--- config.mk ---
export PLATFORM = sky130hd
export DESIGN_NAME = cc_flag_eval
export DESIGN_NICKNAME = d
export VERILOG_FILES = /design/src/rtl/cc_pkg.sv /design/src/rtl/cc_size_view.sv /design/src/rtl/cc_arith_flags.sv /design/src/rtl/cc_mul_flags.sv /design/src/rtl/cc_btst.sv /design/src/rtl/cc_writeback.sv /design/src/rtl/cc_flag_eval.sv
export SDC_FILE = /design/constraint.sdc
export NUM_CORES = 1
export LEC_CHECK = 0
export BUFFER_PORTS_ARGS = -buffer_cell sky130_fd_sc_hd__buf_2
export CAP_MARGIN = 20
export CORE_MARGIN = 3
export CORE_UTILIZATION = 39
export CTS_BUF_LIST = sky130_fd_sc_hd__clkbuf_16
export DETAILED_ROUTE_END_ITERATION = 12
export HOLD_SLACK_MARGIN = 0.06
export PLACE_DENSITY = 0.89
export SLEW_MARGIN = 25
export SYNTH_ARGS = -nofsm -noshare
export SYNTH_HDL_FRONTEND = slang
export SYNTH_SLANG_ARGS = --single-unit
--- constraint.sdc ---
create_clock -name clk_i -period 1.6 [get_ports clk_i]
set_clock_uncertainty 0.05 [all_clocks]
set_input_delay 0.16 -clock clk_i [delete_from_list [all_inputs] [get_ports clk_i]]
set_output_delay 0.16 -clock clk_i [all_outputs]
set_load 0.01 [all_outputs]
--- src/rtl/cc_pkg.sv ---
package cc_pkg;
  typedef enum logic [2:0] {
    OP_ADD  = 3'd0,
    OP_SUB  = 3'd1,
    OP_BTST = 3'd2,
    OP_MCP  = 3'd3,
    OP_MOVE = 3'd4,
    OP_MULS = 3'd5,
    OP_MULU = 3'd6,
    OP_LIVE = 3'd7
  } cc_op_e;

  typedef enum logic [1:0] {
    SZ_BYTE  = 2'd0,
    SZ_HALF  = 2'd1,
    SZ_WORD  = 2'd2,
    SZ_WORDX = 2'd3
  } cc_size_e;

  typedef struct packed {
    logic n;
    logic z;
    logic v;
    logic c;
    logic r;
  } cc_flags_t;
endpackage

--- src/rtl/cc_size_view.sv ---
module cc_size_view #(
  parameter int DW = 32
) (
  input  logic [1:0]    size_i,
  input  logic [DW-1:0] val_i,
  output logic          msb_o,
  output logic          zero_o
);
  always_comb begin
    unique case (size_i)
      2'd0: begin
        msb_o  = val_i[7];
        zero_o = (val_i[7:0] == 8'd0);
      end
      2'd1: begin
        msb_o  = val_i[15];
        zero_o = (val_i[15:0] == 16'd0);
      end
      default: begin
        msb_o  = val_i[DW-1];
        zero_o = (val_i == '0);
      end
    endcase
  end
endmodule

--- src/rtl/cc_arith_flags.sv ---
module cc_arith_flags
  import cc_pkg::*;
(
  input  logic      s_msb_i,
  input  logic      d_msb_i,
  input  logic      r_msb_i,
  input  logic      r_zero_i,
  input  logic      sub_i,
  output cc_flags_t flags_o
);
  logic s, cy;

  always_comb begin
    s       = s_msb_i ^ sub_i;
    flags_o = '0;
    if (r_msb_i) begin
      flags_o.n = 1'b1;
      flags_o.v = ~s & ~d_msb_i;
      cy        = s & d_msb_i;
    end else begin
      flags_o.z = r_zero_i;
      flags_o.v = s & d_msb_i;
      cy        = s | d_msb_i;
    end
    flags_o.c = cy ^ sub_i;
  end
endmodule

--- src/rtl/cc_mul_flags.sv ---
module cc_mul_flags
  import cc_pkg::*;
#(
  parameter int DW = 32
) (
  input  logic [DW-1:0] lo_i,
  input  logic [DW-1:0] hi_i,
  input  logic          signed_i,
  output cc_flags_t     flags_o
);
  logic prod_zero;

  always_comb begin
    prod_zero = (lo_i == '0) && (hi_i == '0);
    flags_o   = '0;
    flags_o.z = prod_zero;
    flags_o.n = ~prod_zero & hi_i[DW-1];
    if (signed_i) flags_o.v = (hi_i != {DW{lo_i[DW-1]}});
    else          flags_o.v = (hi_i != '0);
  end
endmodule

--- src/rtl/cc_btst.sv ---
module cc_btst #(
  parameter int DW    = 32,
  parameter int CCS_W = 16,
  parameter int C_POS = 0,
  parameter int V_POS = 1,
  parameter int Z_POS = 2,
  parameter int N_POS = 3,
  parameter int X_POS = 4
) (
  input  logic [DW-1:0]    val_i,
  input  logic [DW-1:0]    sel_i,
  input  logic             legacy_i,
  input  logic [CCS_W-1:0] ccs_i,
  output logic [CCS_W-1:0] ccs_o
);
  localparam int BN_W = $clog2(DW);

  logic [BN_W-1:0] bit_num;
  logic [DW-1:0]   low_mask;
  logic            bset, fz;

  assign bit_num = sel_i[BN_W-1:0];

  for (genvar i = 0; i < DW; i++) begin : g_low
    assign low_mask[i] = (BN_W'(i) <= bit_num);
  end

  assign bset = val_i[bit_num];
  assign fz   = ((val_i & low_mask) == '0);

  always_comb begin
    ccs_o = ccs_i;
    ccs_o[X_POS] = 1'b0;
    if (legacy_i) begin
      ccs_o[V_POS] = 1'b0;
      ccs_o[C_POS] = 1'b0;
    end
    ccs_o[N_POS] = bset;
    ccs_o[Z_POS] = fz;
  end
endmodule

--- src/rtl/cc_writeback.sv ---
module cc_writeback
  import cc_pkg::*;
#(
  parameter int CCS_W = 16,
  parameter int C_POS = 0,
  parameter int V_POS = 1,
  parameter int Z_POS = 2,
  parameter int N_POS = 3,
  parameter int X_POS = 4,
  parameter int R_POS = 8
) (
  input  cc_flags_t        flags_i,
  input  logic             x_i,
  input  logic [CCS_W-1:0] upd_mask_i,
  input  logic [CCS_W-1:0] ccs_i,
  output logic [CCS_W-1:0] ccs_o
);
  logic [CCS_W-1:0] new_v, eff_mask;

  always_comb begin
    new_v        = '0;
    new_v[C_POS] = flags_i.c;
    new_v[V_POS] = flags_i.v;
    new_v[Z_POS] = flags_i.z;
    new_v[N_POS] = flags_i.n;
    new_v[R_POS] = flags_i.r;

    eff_mask        = upd_mask_i;
    eff_mask[X_POS] = 1'b1;
    // extended chain: a set Z never overrides the old one
    if (x_i && flags_i.z) eff_mask[Z_POS] = 1'b0;

    ccs_o = (ccs_i & ~eff_mask) | (new_v & eff_mask);
  end
endmodule

--- src/rtl/cc_flag_eval.sv ---
module cc_flag_eval
  import cc_pkg::*;
#(
  parameter int DW    = 32,
  parameter int CCS_W = 16,
  parameter int C_POS = 0,
  parameter int V_POS = 1,
  parameter int Z_POS = 2,
  parameter int N_POS = 3,
  parameter int X_POS = 4,
  parameter int R_POS = 8
) (
  input  logic             clk_i,
  input  logic             rst_ni,
  input  logic             valid_i,
  input  logic [2:0]       op_i,
  input  logic [1:0]       size_i,
  input  logic [DW-1:0]    src_i,
  input  logic [DW-1:0]    dst_i,
  input  logic [DW-1:0]    res_i,
  input  logic [DW-1:0]    mul_hi_i,
  input  logic             x_i,
  input  logic             legacy_i,
  input  logic [CCS_W-1:0] upd_mask_i,
  input  logic [CCS_W-1:0] ccs_i,
  output logic             valid_o,
  output logic [CCS_W-1:0] ccs_o
);
  cc_op_e           op;
  logic             s_msb, d_msb, r_msb, s_zero, d_zero, r_zero;
  cc_flags_t        arith_f, mul_f, sel_f;
  logic [CCS_W-1:0] wb_ccs, bt_ccs, ccs_nxt;

  assign op = cc_op_e'(op_i);

  cc_size_view #(.DW(DW)) i_src_view (
    .size_i(size_i), .val_i(src_i), .msb_o(s_msb), .zero_o(s_zero)
  );
  cc_size_view #(.DW(DW)) i_dst_view (
    .size_i(size_i), .val_i(dst_i), .msb_o(d_msb), .zero_o(d_zero)
  );
  cc_size_view #(.DW(DW)) i_res_view (
    .size_i(size_i), .val_i(res_i), .msb_o(r_msb), .zero_o(r_zero)
  );

  cc_arith_flags i_arith (
    .s_msb_i (s_msb),
    .d_msb_i (d_msb),
    .r_msb_i (r_msb),
    .r_zero_i(r_zero),
    .sub_i   (op == OP_SUB),
    .flags_o (arith_f)
  );

  cc_mul_flags #(.DW(DW)) i_mul (
    .lo_i    (res_i),
    .hi_i    (mul_hi_i),
    .signed_i(op == OP_MULS),
    .flags_o (mul_f)
  );

  cc_btst #(
    .DW(DW), .CCS_W(CCS_W), .C_POS(C_POS), .V_POS(V_POS),
    .Z_POS(Z_POS), .N_POS(N_POS), .X_POS(X_POS)
  ) i_btst (
    .val_i   (dst_i),
    .sel_i   (src_i),
    .legacy_i(legacy_i),
    .ccs_i   (ccs_i),
    .ccs_o   (bt_ccs)
  );

  always_comb begin
    sel_f = '0;
    unique case (op)
      OP_ADD, OP_SUB: sel_f = arith_f;
      OP_MCP: begin
        sel_f   = arith_f;
        sel_f.r = arith_f.c;
        sel_f.c = 1'b0;
      end
      OP_MOVE: begin
        sel_f.n = r_msb;
        sel_f.z = ~r_msb & r_zero;
      end
      OP_MULS, OP_MULU: sel_f = mul_f;
      default: sel_f = '0;
    endcase
  end

  cc_writeback #(
    .CCS_W(CCS_W), .C_POS(C_POS), .V_POS(V_POS), .Z_POS(Z_POS),
    .N_POS(N_POS), .X_POS(X_POS), .R_POS(R_POS)
  ) i_wb (
    .flags_i   (sel_f),
    .x_i       (x_i),
    .upd_mask_i(upd_mask_i),
    .ccs_i     (ccs_i),
    .ccs_o     (wb_ccs)
  );

  always_comb begin
    unique case (op)
      OP_BTST: ccs_nxt = bt_ccs;
      OP_LIVE: ccs_nxt = ccs_i;
      default: ccs_nxt = wb_ccs;
    endcase
  end

  always_ff @(posedge clk_i or negedge rst_ni) begin
    if (!rst_ni) begin
      valid_o <= 1'b0;
      ccs_o   <= '0;
    end else begin
      valid_o <= valid_i;
      if (valid_i) ccs_o <= ccs_nxt;
    end
  end
endmodule

==> metrics.txt, run 1 <==
# TYPE chip_impl_metric gauge
chip_impl_info{name="tritoncts_clock_tree",value="done"} 1
chip_impl_metric{name="post_synth_instance_area",unit="mm^2"} 0.00211
chip_impl_metric{name="layout-area-overhead-vs-synth",unit="%"} 64.0
chip_impl_metric{name="number_of_synthesized_register_bits",unit=""} 17
chip_impl_metric{name="post_synthesis_share_of_cell_area_spent_on_full_adders_half_adders_and_majority_gates",unit="%"} 0
chip_impl_metric{name="hold_ws",unit="ns"} 0.103
chip_impl_info{name="setup.worst_path.start_class",value="primary input"} 1
chip_impl_metric{name="synth_simple_gate_area_share",unit="%"} 32.3
chip_impl_info{name="worstSetupEndpointType",value="register"} 1
chip_impl_metric{name="nNetsFinal",unit=""} 654
chip_impl_metric{name="diodes",unit=""} 0
chip_impl_metric{name="fin_crit_sh",unit="%"} 96.0
chip_impl_metric{name="finalCriticalPeriod",unit="ns"} 1.54
chip_impl_metric{name="power_per_cell_area",unit="mW/mm^2"} 515
chip_impl_metric{name="clock_sinks",unit=""} 17
chip_impl_metric{name="fin_util",unit="%"} 67.0
chip_impl_metric{name="worst_setup_hold_path_clk_slew",unit="ns"} 0.05
chip_impl_metric{name="slew_headroom",unit="%"} 70.9
chip_impl_info{name="yosys_most_used_dff",value="sky130_fd_sc_hd__dfrtp_1"} 1
chip_impl_metric{name="cp_data_required_time",unit="ns"} 1.72
chip_impl_info{name="outcome",value="finished clean"} 1
chip_impl_metric{name="first_pass_iters",unit=""} 5
chip_impl_metric{name="number_of_antenna_violations_at_the_first_check_in_global_routing",unit=""} 0
chip_impl_metric{name="arrival",unit="ns"} 1.65
chip_impl_metric{name="syn-mean-instance-area",unit="um^2"} 7.44
chip_impl_metric{name="height_of_the_die",unit="um"} 79.6
chip_impl_info{name="path_class",value="primary input to register"} 1
chip_impl_metric{name="number_of_vias_after_detailed_routing",unit=""} 3094
chip_impl_metric{name="detail_route.drc_violations",unit=""} 0
chip_impl_metric{name="cell_internal_pwr",unit="W"} 0.00122
chip_impl_info{name="clock-root-buffer",value="sky130_fd_sc_hd__clkbuf_16"} 1
chip_impl_metric{name="synth-edff-count",unit=""} 0
chip_impl_metric{name="synth_warnings",unit=""} 0
chip_impl_metric{name="clockBufferDepth",unit=""} 2
chip_impl_metric{name="grt_max_degree",unit=""} 21
chip_impl_metric{name="pwr-share-clk",unit="%"} 27.3
chip_impl_metric{name="synth_cell_type_count",unit=""} 47
chip_impl_metric{name="cell_depth_of_the_worst_flop_to_flop_path",unit=""} 5
chip_impl_metric{name="p_comb_share",unit="%"} 45.1
chip_impl_metric{name="crit_fanout",unit=""} 12
chip_impl_info{name="min-delay-path-class",value="primary input to register"} 1
chip_impl_metric{name="die_area",unit="mm^2"} 0.00633
chip_impl_metric{name="avgViaCountPerCell",unit=""} 5.59
chip_impl_metric{name="global_route.overflow_total",unit=""} 0
chip_impl_metric{name="synth.net_count",unit=""} 454
chip_impl_metric{name="maxClockFrequency",unit="MHz"} 651
chip_impl_metric{name="worst_pin_slew",unit="ns"} 0.436
chip_impl_metric{name="power_leakage",unit="nW"} 1.71
chip_impl_metric{name="grtUsageTotal",unit="%"} 25.3
chip_impl_metric{name="maxCapViolCount",unit=""} 0
chip_impl_metric{name="gp_congestion",unit=""} 0.854
chip_impl_metric{name="synth.mux.area_fraction",unit="%"} 15.2
chip_impl_metric{name="num_rows",unit=""} 26
chip_impl_metric{name="report.final.slew_viol_count",unit=""} 0
chip_impl_info{name="grt_setup_unrepaired",value="false"} 1
chip_impl_metric{name="first_global_vias",unit=""} 2915
chip_impl_metric{name="syn-instance-count",unit=""} 284
chip_impl_metric{name="synth-compound-area-share",unit="%"} 24.3
chip_impl_metric{name="detail_route.iter0.violations",unit=""} 183
chip_impl_metric{name="setup_violations",unit=""} 0
chip_impl_metric{name="cts.htree.levels",unit=""} 1
chip_impl_metric{name="route.detailed.wl_per_inst",unit="um"} 15.4
chip_impl_metric{name="stdcell_area",unit="mm^2"} 0.00346
chip_impl_metric{name="io-pin-count",unit=""} 187
chip_impl_metric{name="worst_hold_path.num_cells",unit=""} 3
chip_impl_metric{name="max-vdd-ir-drop",unit="uV"} 332
chip_impl_info{name="synth_top_family_by_area",value="simple AND/OR/NAND/NOR gates"} 1
chip_impl_metric{name="floorplan.initialDensity",unit="%"} 40.8
chip_impl_metric{name="postSynth.asyncResetShare",unit="%"} 100
chip_impl_metric{name="fill_cells",unit=""} 438
chip_impl_metric{name="dp_hpwl",unit="um"} 7190
chip_impl_metric{name="switching_share",unit="%"} 31.8
chip_impl_metric{name="power.total",unit="W"} 0.00178
chip_impl_metric{name="synthXorXnorAreaFrac",unit="%"} 0.829
chip_impl_metric{name="fraction_of_the_yosys_area_taken_by_sequential_cells",unit="%"} 20.1
chip_impl_metric{name="area_of_the_core_region",unit="mm^2"} 0.00517
chip_impl_metric{name="dpl-instance-area",unit="mm^2"} 0.00332
chip_impl_metric{name="placement.io_buffers",unit=""} 161
chip_impl_metric{name="route.final.wire_length",unit="um"} 8530
chip_impl_metric{name="p_seq_share",unit="%"} 27.6
chip_impl_metric{name="route.antenna.remaining_nets",unit=""} 0
chip_impl_metric{name="wire_length_of_the_first_global_routing_pass",unit="um"} 12800
chip_impl_metric{name="clkLatencyLatePin",unit="ns"} 0.24
chip_impl_metric{name="switchingPower",unit="W"} 0.000567
chip_impl_metric{name="cts-buffers-inserted",unit=""} 3
chip_impl_metric{name="die_w",unit="um"} 79.6
chip_impl_metric{name="hold_viol_final",unit=""} 0
chip_impl_metric{name="final_layout_size_suffix_gt1_share",unit="%"} 47.4
[cell usage in the layout, fill, tap and decap left out, types with 4 or more instances in the layout]
| cell type | instances |
|---|---|
| sky130_fd_sc_hd__o21ai_0 | 23 |
| sky130_fd_sc_hd__buf_4 | 50 |
| sky130_fd_sc_hd__nand3_1 | 18 |
| sky130_fd_sc_hd__inv_1 | 18 |
| sky130_fd_sc_hd__nor4_1 | 19 |
| sky130_fd_sc_hd__nor2b_1 | 4 |
| sky130_fd_sc_hd__buf_2 | 159 |
| sky130_fd_sc_hd__a21oi_1 | 13 |
| sky130_fd_sc_hd__dfrtp_1 | 17 |
| sky130_fd_sc_hd__or3_1 | 4 |
| sky130_fd_sc_hd__nor3_1 | 12 |
| sky130_fd_sc_hd__mux2i_1 | 6 |
| sky130_fd_sc_hd__and2_1 | 4 |
| sky130_fd_sc_hd__nand2_1 | 30 |
| sky130_fd_sc_hd__mux4_1 | 7 |
| sky130_fd_sc_hd__nand4_1 | 13 |
| sky130_fd_sc_hd__nor2_1 | 16 |
| sky130_fd_sc_hd__o22ai_1 | 7 |
| sky130_fd_sc_hd__a31oi_1 | 6 |
[critical path, cell delays in order]
cell,delay [ns]
sky130_fd_sc_hd__buf_6,0.13
sky130_fd_sc_hd__mux4_1,0.35
sky130_fd_sc_hd__mux2i_1,0.09
sky130_fd_sc_hd__mux4_2,0.45
sky130_fd_sc_hd__or3_1,0.31
sky130_fd_sc_hd__a31oi_1,0.16
[registers in the layout, indices dropped and copies added, names as in the netlist]
name and count:
valid_o 1, ccs_o 16
[path summary, 6_finish.rpt]
kind	start	end	slack, ns
setup reg to reg	ccs_o[2]	ccs_o[2]	0.20
min in group asynchronous	rst_ni	ccs_o[8]	0.33
hold / removal	ccs_i[14]	ccs_o[14]	0.10
max in group asynchronous	rst_ni	ccs_o[7]	0.90
hold reg to reg	ccs_o[10]	ccs_o[10]	0.47
setup / recovery	src_i[0]	ccs_o[3]	0.06
[per-stage QoR]
step,setup TNS [ns],cells,worst slack (ns)
after floorplan,-0.0679,284,-0.0679
after global placement,-1.07,548,-0.262
after detailed placement,-1.45,548,-0.359
after CTS,0,553,0.0124
after global routing,0,553,0.000856
final,0,553,0.0638
[layout make-up]
class	count	area (um^2)	share of cell area [%]
Clock buffer	3	75.1	2.17
Multi-Input combinational cell	231	1580	45.7
Clock inverter	1	5.00	0.145
Timing Repair Buffer	213	1220	35.2
Sequential cell	17	425	12.3
Tap cell	70	87.6	2.53
Inverter	18	67.6	1.95
[cell families after synthesis]
kind of cell / after synthesis
xor+xnor: 2
flops: 17
simple gates: 131
mux: 18
buf+inv: 36
compound gates: 80
[power groups by stage]
| stage | Sequential, W | Clock, W | Combinational (W) |
|---|---|---|---|
| global route | 0.000498 | 0.000513 | 0.000877 |
| CTS | 0.000492 | 0.000499 | 0.000784 |
| finish | 0.000492 | 0.000487 | 0.000806 |
| floorplan | 0.000521 | 0 | 0.000318 |
| global placement | 0.000498 | 0 | 0.000748 |
| detailed placement | 0.000499 | 0 | 0.000777 |
[routing by layer]
layer  GRT usage (%)  vias to the layer above  routed length, um
li1                -                     1513                  -
met1            28.8                     1385               3280
met2            49.6                      177               4370
met3            2.71                       19                715
met4            5.84                        0                153
met5               0                        -                  0
[cell usage after synthesis (all sizes together) (3+ instances only)]
library cell	instances	area [um^2]
or3	4	25.0
a21oi	13	65.1
nor2	16	60.1
buf	4	31.3
a211oi	5	37.5
nand3	18	90.1
nor4	19	119
nand3b	3	22.5
inv	18	67.6
nor2b	4	25.0
o22ai	7	43.8
mux4	9	229
o21ai	26	134
clkbuf	14	52.6
and2	4	25.0
o32ai	4	35.0
dfrtp	17	425
nor3	12	60.1
nand4	13	81.3
o41ai	3	26.3
mux2i	7	70.1
a31oi	6	37.5
nand2	30	113
o31ai	3	22.5
[what timing repair did]
| item | CTS | global route |
|---|---|---|
| pin swaps | 0 | 1 |
| hold endpoints to repair | 17 | 0 |
| cloned | 0 | 0 |
| endpoints found under the setup margin | 4 | 5 |
| buffers inserted | 0 | 0 |
| hold buffers | 1 | 0 |
| gates resized for setup | 2 | 9 |
Power figures use the tool's default switching activity.
==> inputs of run 2 (changes only) <==
Settings changed: BUFFER_PORTS_ARGS -buffer_cell sky130_fd_sc_hd__buf_2 to -buffer_cell sky130_fd_sc_hd__buf_4, CTS_CLUSTER_DIAMETER from default to 120.
==> run 2 against run 1 <==
Effect of this change:
- count of clock-buffer cells in the layout unchanged
- non-clock buffer count decreased by 16
- sequential cell count unchanged
- worst hold slack got worse by 0.0096 ns
- combinational power increased by 11%
- critical path type unchanged
- sequential power increased by 0.8%
- largest cell class unchanged
- die area unchanged
- critical path depth unchanged
- routed wire length increased by 1.6%
- critical endpoint unchanged
- final cell count decreased by 2.9%
- register-to-register slack improved by 0.06 ns
- global-route usage increased by 1.1 points
==> metrics.txt, run 2 (synthesized netlist as in run 1, its figures left out) <==
# TYPE chip_impl_metric gauge
chip_impl_info{name="outcome",value="finished clean"} 1
chip_impl_metric{name="detail_route.drc_violations",unit=""} 0
chip_impl_metric{name="max-vdd-ir-drop",unit="uV"} 347
chip_impl_metric{name="first_global_vias",unit=""} 3058
chip_impl_metric{name="layout-area-overhead-vs-synth",unit="%"} 75.9
chip_impl_metric{name="first_pass_iters",unit=""} 5
chip_impl_info{name="tritoncts_clock_tree",value="done"} 1
chip_impl_metric{name="maxClockFrequency",unit="MHz"} 642
chip_impl_metric{name="global_route.overflow_total",unit=""} 0
chip_impl_metric{name="power_per_cell_area",unit="mW/mm^2"} 501
chip_impl_metric{name="grt_max_degree",unit=""} 23
chip_impl_metric{name="area_of_the_multi_input_gates",unit="mm^2"} 0.00156
chip_impl_metric{name="arrival",unit="ns"} 1.67
chip_impl_metric{name="final_layout_size_suffix_gt1_share",unit="%"} 45.0
chip_impl_info{name="setup.worst_path.start_class",value="primary input"} 1
chip_impl_metric{name="crit_fanout",unit=""} 11
chip_impl_metric{name="route.final.wire_length",unit="um"} 8660
chip_impl_metric{name="worst_pin_slew",unit="ns"} 0.439
chip_impl_info{name="grt_setup_unrepaired",value="true"} 1
chip_impl_metric{name="route.detailed.wl_per_inst",unit="um"} 16.1
chip_impl_info{name="layout.cells.most_common_list",value="sky130_fd_sc_hd__buf_4 (195), sky130_fd_sc_hd__nand2_1 (30), sky130_fd_sc_hd__o21ai_0 (24)"} 1
chip_impl_metric{name="hold_viol_final",unit=""} 0
chip_impl_info{name="path_class",value="primary input to register"} 1
chip_impl_metric{name="report.final.slew_viol_count",unit=""} 0
chip_impl_metric{name="grtUsageTotal",unit="%"} 26.4
chip_impl_metric{name="setup_total_negative_slack",unit="ns"} 0
chip_impl_metric{name="placement.io_buffers",unit=""} 161
chip_impl_metric{name="setup_violations",unit=""} 0
chip_impl_info{name="reg_top3",value="ccs_o: 16 flops, valid_o: 1 flops"} 1
chip_impl_metric{name="diodes",unit=""} 0
chip_impl_info{name="final_common_cell",value="sky130_fd_sc_hd__buf_4"} 1
chip_impl_metric{name="wire_length_of_the_first_global_routing_pass",unit="um"} 13500
chip_impl_metric{name="num_rows",unit=""} 26
chip_impl_metric{name="route.antenna.remaining_nets",unit=""} 0
chip_impl_metric{name="io-pin-count",unit=""} 187
chip_impl_metric{name="height_of_the_die",unit="um"} 79.6
chip_impl_metric{name="floorplan.initialDensity",unit="%"} 40.8
chip_impl_metric{name="maxCapViolCount",unit=""} 0
chip_impl_metric{name="die_w",unit="um"} 79.6
chip_impl_metric{name="cts-buffers-inserted",unit=""} 3
chip_impl_metric{name="cp_data_required_time",unit="ns"} 1.71
chip_impl_metric{name="hold_ws",unit="ns"} 0.0937
chip_impl_metric{name="largest_register_ffs",unit=""} 16
chip_impl_metric{name="finalCriticalPeriod",unit="ns"} 1.56
chip_impl_info{name="register_with_the_most_flip_flops",value="ccs_o"} 1
chip_impl_metric{name="fin_crit_sh",unit="%"} 97.3
chip_impl_metric{name="gp_congestion",unit=""} 0.906
chip_impl_metric{name="ff_latch_area",unit="um^2"} 425
chip_impl_metric{name="post-cts-setup-buffer-count",unit=""} 0
chip_impl_metric{name="avgViaCountPerCell",unit=""} 5.83
chip_impl_info{name="worstSetupEndpointType",value="register"} 1
chip_impl_metric{name="area_of_the_core_region",unit="mm^2"} 0.00517
chip_impl_metric{name="number_of_vias_after_detailed_routing",unit=""} 3133
chip_impl_metric{name="nNetsFinal",unit=""} 638
chip_impl_metric{name="clkLatencyLatePin",unit="ns"} 0.24
chip_impl_metric{name="detail_route.iter0.violations",unit=""} 198
chip_impl_metric{name="slew_headroom",unit="%"} 70.5
chip_impl_metric{name="dp_hpwl",unit="um"} 7170
chip_impl_metric{name="clockBufferDepth",unit=""} 2
chip_impl_info{name="min-delay-path-class",value="primary input to register"} 1
chip_impl_metric{name="die_area",unit="mm^2"} 0.00633
chip_impl_metric{name="clock_sinks",unit=""} 17
chip_impl_metric{name="worst_setup_hold_path_clk_slew",unit="ns"} 0.05
chip_impl_info{name="clock-root-buffer",value="sky130_fd_sc_hd__clkbuf_16"} 1
chip_impl_metric{name="power_leakage",unit="nW"} 1.75
chip_impl_metric{name="number_of_antenna_violations_at_the_first_check_in_global_routing",unit=""} 0
chip_impl_metric{name="cts.htree.levels",unit=""} 1
chip_impl_metric{name="fill_cells",unit=""} 409
[run 2: what timing repair did]
action,in CTS,in global routing
gates resized for setup,2,6
hold buffers,1,0
gates cloned,0,0
pin swaps,0,1
endpoints found under the setup margin,2,4
hold endpoints to repair,17,0
[run 2: worst max-delay path: stages]
cell and delay (ns):
sky130_fd_sc_hd__buf_12 0.13, sky130_fd_sc_hd__mux4_2 0.34, sky130_fd_sc_hd__mux2i_1 0.08, sky130_fd_sc_hd__mux4_2 0.50, sky130_fd_sc_hd__or3_1 0.31, sky130_fd_sc_hd__a31oi_1 0.16
[run 2: path summary, 6_finish.rpt]
kind / endpoint / depth (start not counted) / slack [ns] / start
setup reg to reg: ccs_o[2] / 5 / 0.26 / ccs_o[2]
min in group asynchronous: ccs_o[12] / 2 / 0.27 / rst_ni
setup / recovery: ccs_o[3] / 6 / 0.04 / src_i[0]
hold / removal: ccs_o[14] / 3 / 0.09 / ccs_i[14]
max in group asynchronous: ccs_o[6] / 2 / 1.04 / rst_ni
hold reg to reg: ccs_o[10] / 2 / 0.47 / ccs_o[10]
[run 2: routing by layer]
layer / part of all wire [%] / GRT usage, % / wire [um]
met1: 37 / 30.4 / 3180
met2: 50 / 48.3 / 4330
met3: 10 / 3.95 / 880
met4: 3.0 / 10.3 / 263
met5: 0 / 0 / 0
[run 2: metrics by stage]
stage                     instances  instance area (um^2)  total power (W)  utilization (%)  setup slack (ns)
after CTS                       537                  3680          0.00185             71.2          0.000532
after global placement          532                  3590          0.00134             69.4            -0.210
final                           537                  3710          0.00186             71.8            0.0434
after floorplan                 284                  2120         0.000839                -           -0.0679
after global routing            537                  3710          0.00197             71.8           -0.0195
after detailed placement        532                  3590          0.00137             69.4            -0.269
[run 2: area by class of cell]
class | instances | share of cell area [%]
Multi-Input combinational cell | 231 | 42.0
Timing Repair Buffer | 197 | 40.2
Clock inverter | 1 | 0.101
Inverter | 18 | 1.82
Sequential cell | 17 | 11.5
Clock buffer | 3 | 2.02
Tap cell | 70 | 2.36
[run 2: power by group]
part / switching, W / internal, W / total, W
clock: 0.000142 / 0.000330 / 0.000473
sequential: 0.0000225 / 0.000474 / 0.000496
combinational: 0.000386 / 0.000508 / 0.000894
==> inputs of run 3 (changes only) <==
Settings changed: CORE_UTILIZATION 39 to 35, PLACE_DENSITY 0.89 to 0.84, RECOVER_POWER from default to 100.
Clock period 1.6 ns to 1.41 ns, I/O delays scaled along.
==> run 3 against run 2 <==
Effect of this change:
- the run now ends with negative setup slack left
- via count rose by 4.5%
- sequential cell count stayed put
- worst setup slack got worse by 0.18 ns
==> metrics.txt, run 3 (synthesized netlist as in run 1, its figures left out) <==
# TYPE chip_impl_metric gauge
chip_impl_info{name="worstSetupEndpointType",value="register"} 1
chip_impl_info{name="violations",value="negative setup slack"} 1
chip_impl_info{name="outcome",value="finished with violations"} 1
chip_impl_metric{name="max-vdd-ir-drop",unit="uV"} 456
chip_impl_metric{name="slew_headroom",unit="%"} 55.6
chip_impl_metric{name="fin_crit_sh",unit="%"} 110
chip_impl_metric{name="route.antenna.remaining_nets",unit=""} 0
chip_impl_metric{name="grtUsageTotal",unit="%"} 24.4
chip_impl_metric{name="detail_route.drc_violations",unit=""} 0
chip_impl_metric{name="ff_latch_area",unit="um^2"} 425
chip_impl_metric{name="report.final.slew_viol_count",unit=""} 0
chip_impl_metric{name="area_of_the_multi_input_gates",unit="mm^2"} 0.00171
chip_impl_metric{name="hold_ws",unit="ns"} 0.0743
chip_impl_metric{name="cell_depth_of_the_worst_flop_to_flop_path",unit=""} 5
chip_impl_info{name="grt_most_used_layer",value="met2"} 1
chip_impl_metric{name="cts.htree.levels",unit=""} 1
chip_impl_metric{name="avgViaCountPerCell",unit=""} 5.87
chip_impl_metric{name="io-pin-count",unit=""} 187
chip_impl_metric{name="die_w",unit="um"} 83.7
chip_impl_metric{name="setup_violations",unit=""} 2
chip_impl_metric{name="number_of_antenna_violations_at_the_first_check_in_global_routing",unit=""} 0
chip_impl_metric{name="number_of_vias_after_detailed_routing",unit=""} 3275
chip_impl_info{name="timing.rr.start",value="ccs_o[2]"} 1
chip_impl_metric{name="fill_cells",unit=""} 448
chip_impl_metric{name="met2_usage",unit="%"} 44.7
chip_impl_metric{name="route.detailed.wl_per_inst",unit="um"} 17.6
chip_impl_metric{name="clockBufferDepth",unit=""} 2
chip_impl_metric{name="regToRegSetupSlack",unit="ns"} -0.02
chip_impl_info{name="path_class",value="primary input to register"} 1
chip_impl_metric{name="largest_register_ffs",unit=""} 16
chip_impl_metric{name="final_critical_path_setup_slack",unit="ns"} -0.139
chip_impl_info{name="min-delay-path-class",value="primary input to register"} 1
chip_impl_info{name="layout.cells.most_common_list",value="sky130_fd_sc_hd__buf_4 (188), sky130_fd_sc_hd__nand2_1 (29), sky130_fd_sc_hd__o21ai_0 (23)"} 1
chip_impl_metric{name="diodes",unit=""} 0
chip_impl_metric{name="area_of_the_core_region",unit="mm^2"} 0.00568
chip_impl_metric{name="layout-area-overhead-vs-synth",unit="%"} 88.7
chip_impl_metric{name="clkLatencyLatePin",unit="ns"} 0.25
chip_impl_metric{name="first_global_vias",unit=""} 3199
chip_impl_metric{name="power_leakage",unit="nW"} 1.81
chip_impl_metric{name="floorplan.initialDensity",unit="%"} 37.2
chip_impl_metric{name="num_rows",unit=""} 27
chip_impl_metric{name="route.final.wire_length",unit="um"} 9830
chip_impl_metric{name="crit_fanout",unit=""} 7
chip_impl_info{name="final_common_cell",value="sky130_fd_sc_hd__buf_4"} 1
chip_impl_info{name="register_with_the_most_flip_flops",value="ccs_o"} 1
chip_impl_metric{name="global_route.overflow_total",unit=""} 0
chip_impl_metric{name="stdcell_area",unit="mm^2"} 0.00399
chip_impl_metric{name="wire_length_of_the_first_global_routing_pass",unit="um"} 14500
chip_impl_metric{name="placement.io_buffers",unit=""} 161
chip_impl_metric{name="finalCriticalPeriod",unit="ns"} 1.55
chip_impl_info{name="timing.rr.end",value="ccs_o[2]"} 1
chip_impl_info{name="clock-root-buffer",value="sky130_fd_sc_hd__clkbuf_16"} 1
chip_impl_metric{name="first_pass_iters",unit=""} 5
chip_impl_info{name="setup.worst_path.start",value="src_i[0]"} 1
chip_impl_metric{name="detail_route.iter0.violations",unit=""} 251
chip_impl_metric{name="clock_sinks",unit=""} 17
chip_impl_metric{name="power_per_cell_area",unit="mW/mm^2"} 564
chip_impl_metric{name="met3_global_route_usage",unit="%"} 5.33
chip_impl_metric{name="final_layout_size_suffix_gt1_share",unit="%"} 48.4
chip_impl_info{name="tritoncts_clock_tree",value="done"} 1
chip_impl_metric{name="arrival",unit="ns"} 1.66
chip_impl_metric{name="height_of_the_die",unit="um"} 83.7
chip_impl_metric{name="worst_pin_slew",unit="ns"} 0.666
chip_impl_metric{name="worst_setup_hold_path_clk_slew",unit="ns"} 0.05
chip_impl_info{name="hold-path-endpoint",value="ccs_o[12]"} 1
chip_impl_info{name="worst_hold_startpoint",value="ccs_i[12]"} 1
chip_impl_metric{name="grt_max_degree",unit=""} 37
chip_impl_info{name="grt_setup_unrepaired",value="true"} 1
chip_impl_info{name="reg_top3",value="ccs_o: 16 flops, valid_o: 1 flops"} 1
chip_impl_metric{name="grt_util_met1",unit="%"} 28.2
chip_impl_metric{name="dp_hpwl",unit="um"} 7560
chip_impl_metric{name="worst_hold_path.num_cells",unit=""} 3
chip_impl_metric{name="hold_viol_final",unit=""} 0
chip_impl_metric{name="nNetsFinal",unit=""} 657
chip_impl_metric{name="gp_congestion",unit=""} 0.938
chip_impl_metric{name="cp_data_required_time",unit="ns"} 1.52
chip_impl_info{name="setup.worst_path.start_class",value="primary input"} 1
chip_impl_metric{name="maxCapViolCount",unit=""} 0
chip_impl_metric{name="cts-buffers-inserted",unit=""} 3
chip_impl_metric{name="dpl-instance-area",unit="mm^2"} 0.00375
chip_impl_metric{name="die_area",unit="mm^2"} 0.00700
chip_impl_metric{name="maxClockFrequency",unit="MHz"} 646
## run 3: layout make-up
type | count | area share [%]
well taps | 72 | 2.26
clock inverters | 1 | 0.126
repair buffers | 216 | 40.5
inverters | 18 | 1.70
clock buffers | 3 | 1.88
flip-flops and latches | 17 | 10.7
multi-input cells | 231 | 42.9
## run 3: report_power, final
group	total [W]	switching (W)	internal (W)
combinational	0.00110	0.000496	0.000606
clock	0.000581	0.000201	0.000380
sequential	0.000565	0.0000290	0.000536
total	0.00225	0.000727	0.00152
## run 3: worst max path at each step
stage,endpoint,slack (ns)
after global placement,ccs_o[3],-0.35
after detailed placement,ccs_o[3],-0.43
after floorplan,ccs_o[3],-0.23
final,ccs_o[3],-0.14
after CTS,ccs_o[3],-0.1
after global routing,ccs_o[3],-0.18
## run 3: repair_timing
action	CTS	global route
hold endpoints to repair	17	0
setup endpoints to repair	5	5
resized for setup	14	20
pin swaps	4	11
hold buffers	1	0
buffers inserted	2	2
gates cloned	0	1
## run 3: stage by stage
stage / total power [W] / TNS [ns] / worst slack (ns) / util (%) / cells
CTS: 0.00220 / -0.161 / -0.0998 / 69.1 / 555
finish: 0.00225 / -0.224 / -0.139 / 70.2 / 558
global route: 0.00236 / -0.708 / -0.176 / 70.2 / 558
floorplan: 0.000980 / -0.322 / -0.233 / - / 284
detailed placement: 0.00160 / -1.83 / -0.430 / 66.2 / 548
global placement: 0.00157 / -1.34 / -0.355 / 66.2 / 548
## run 3: layer usage
metal  part of all wire, %  up-vias
met2                    51      215
met4                   2.8        0
met1                    36     1508
met3                   9.9       36
met5                     0        -
li1                      -     1516
## run 3: critical path, stage by stage
cell	delay, ns
sky130_fd_sc_hd__buf_12	0.12
sky130_fd_sc_hd__mux4_2	0.34
sky130_fd_sc_hd__mux2i_1	0.08
sky130_fd_sc_hd__mux4_2	0.45
sky130_fd_sc_hd__or3_1	0.31
sky130_fd_sc_hd__a31oi_1	0.21
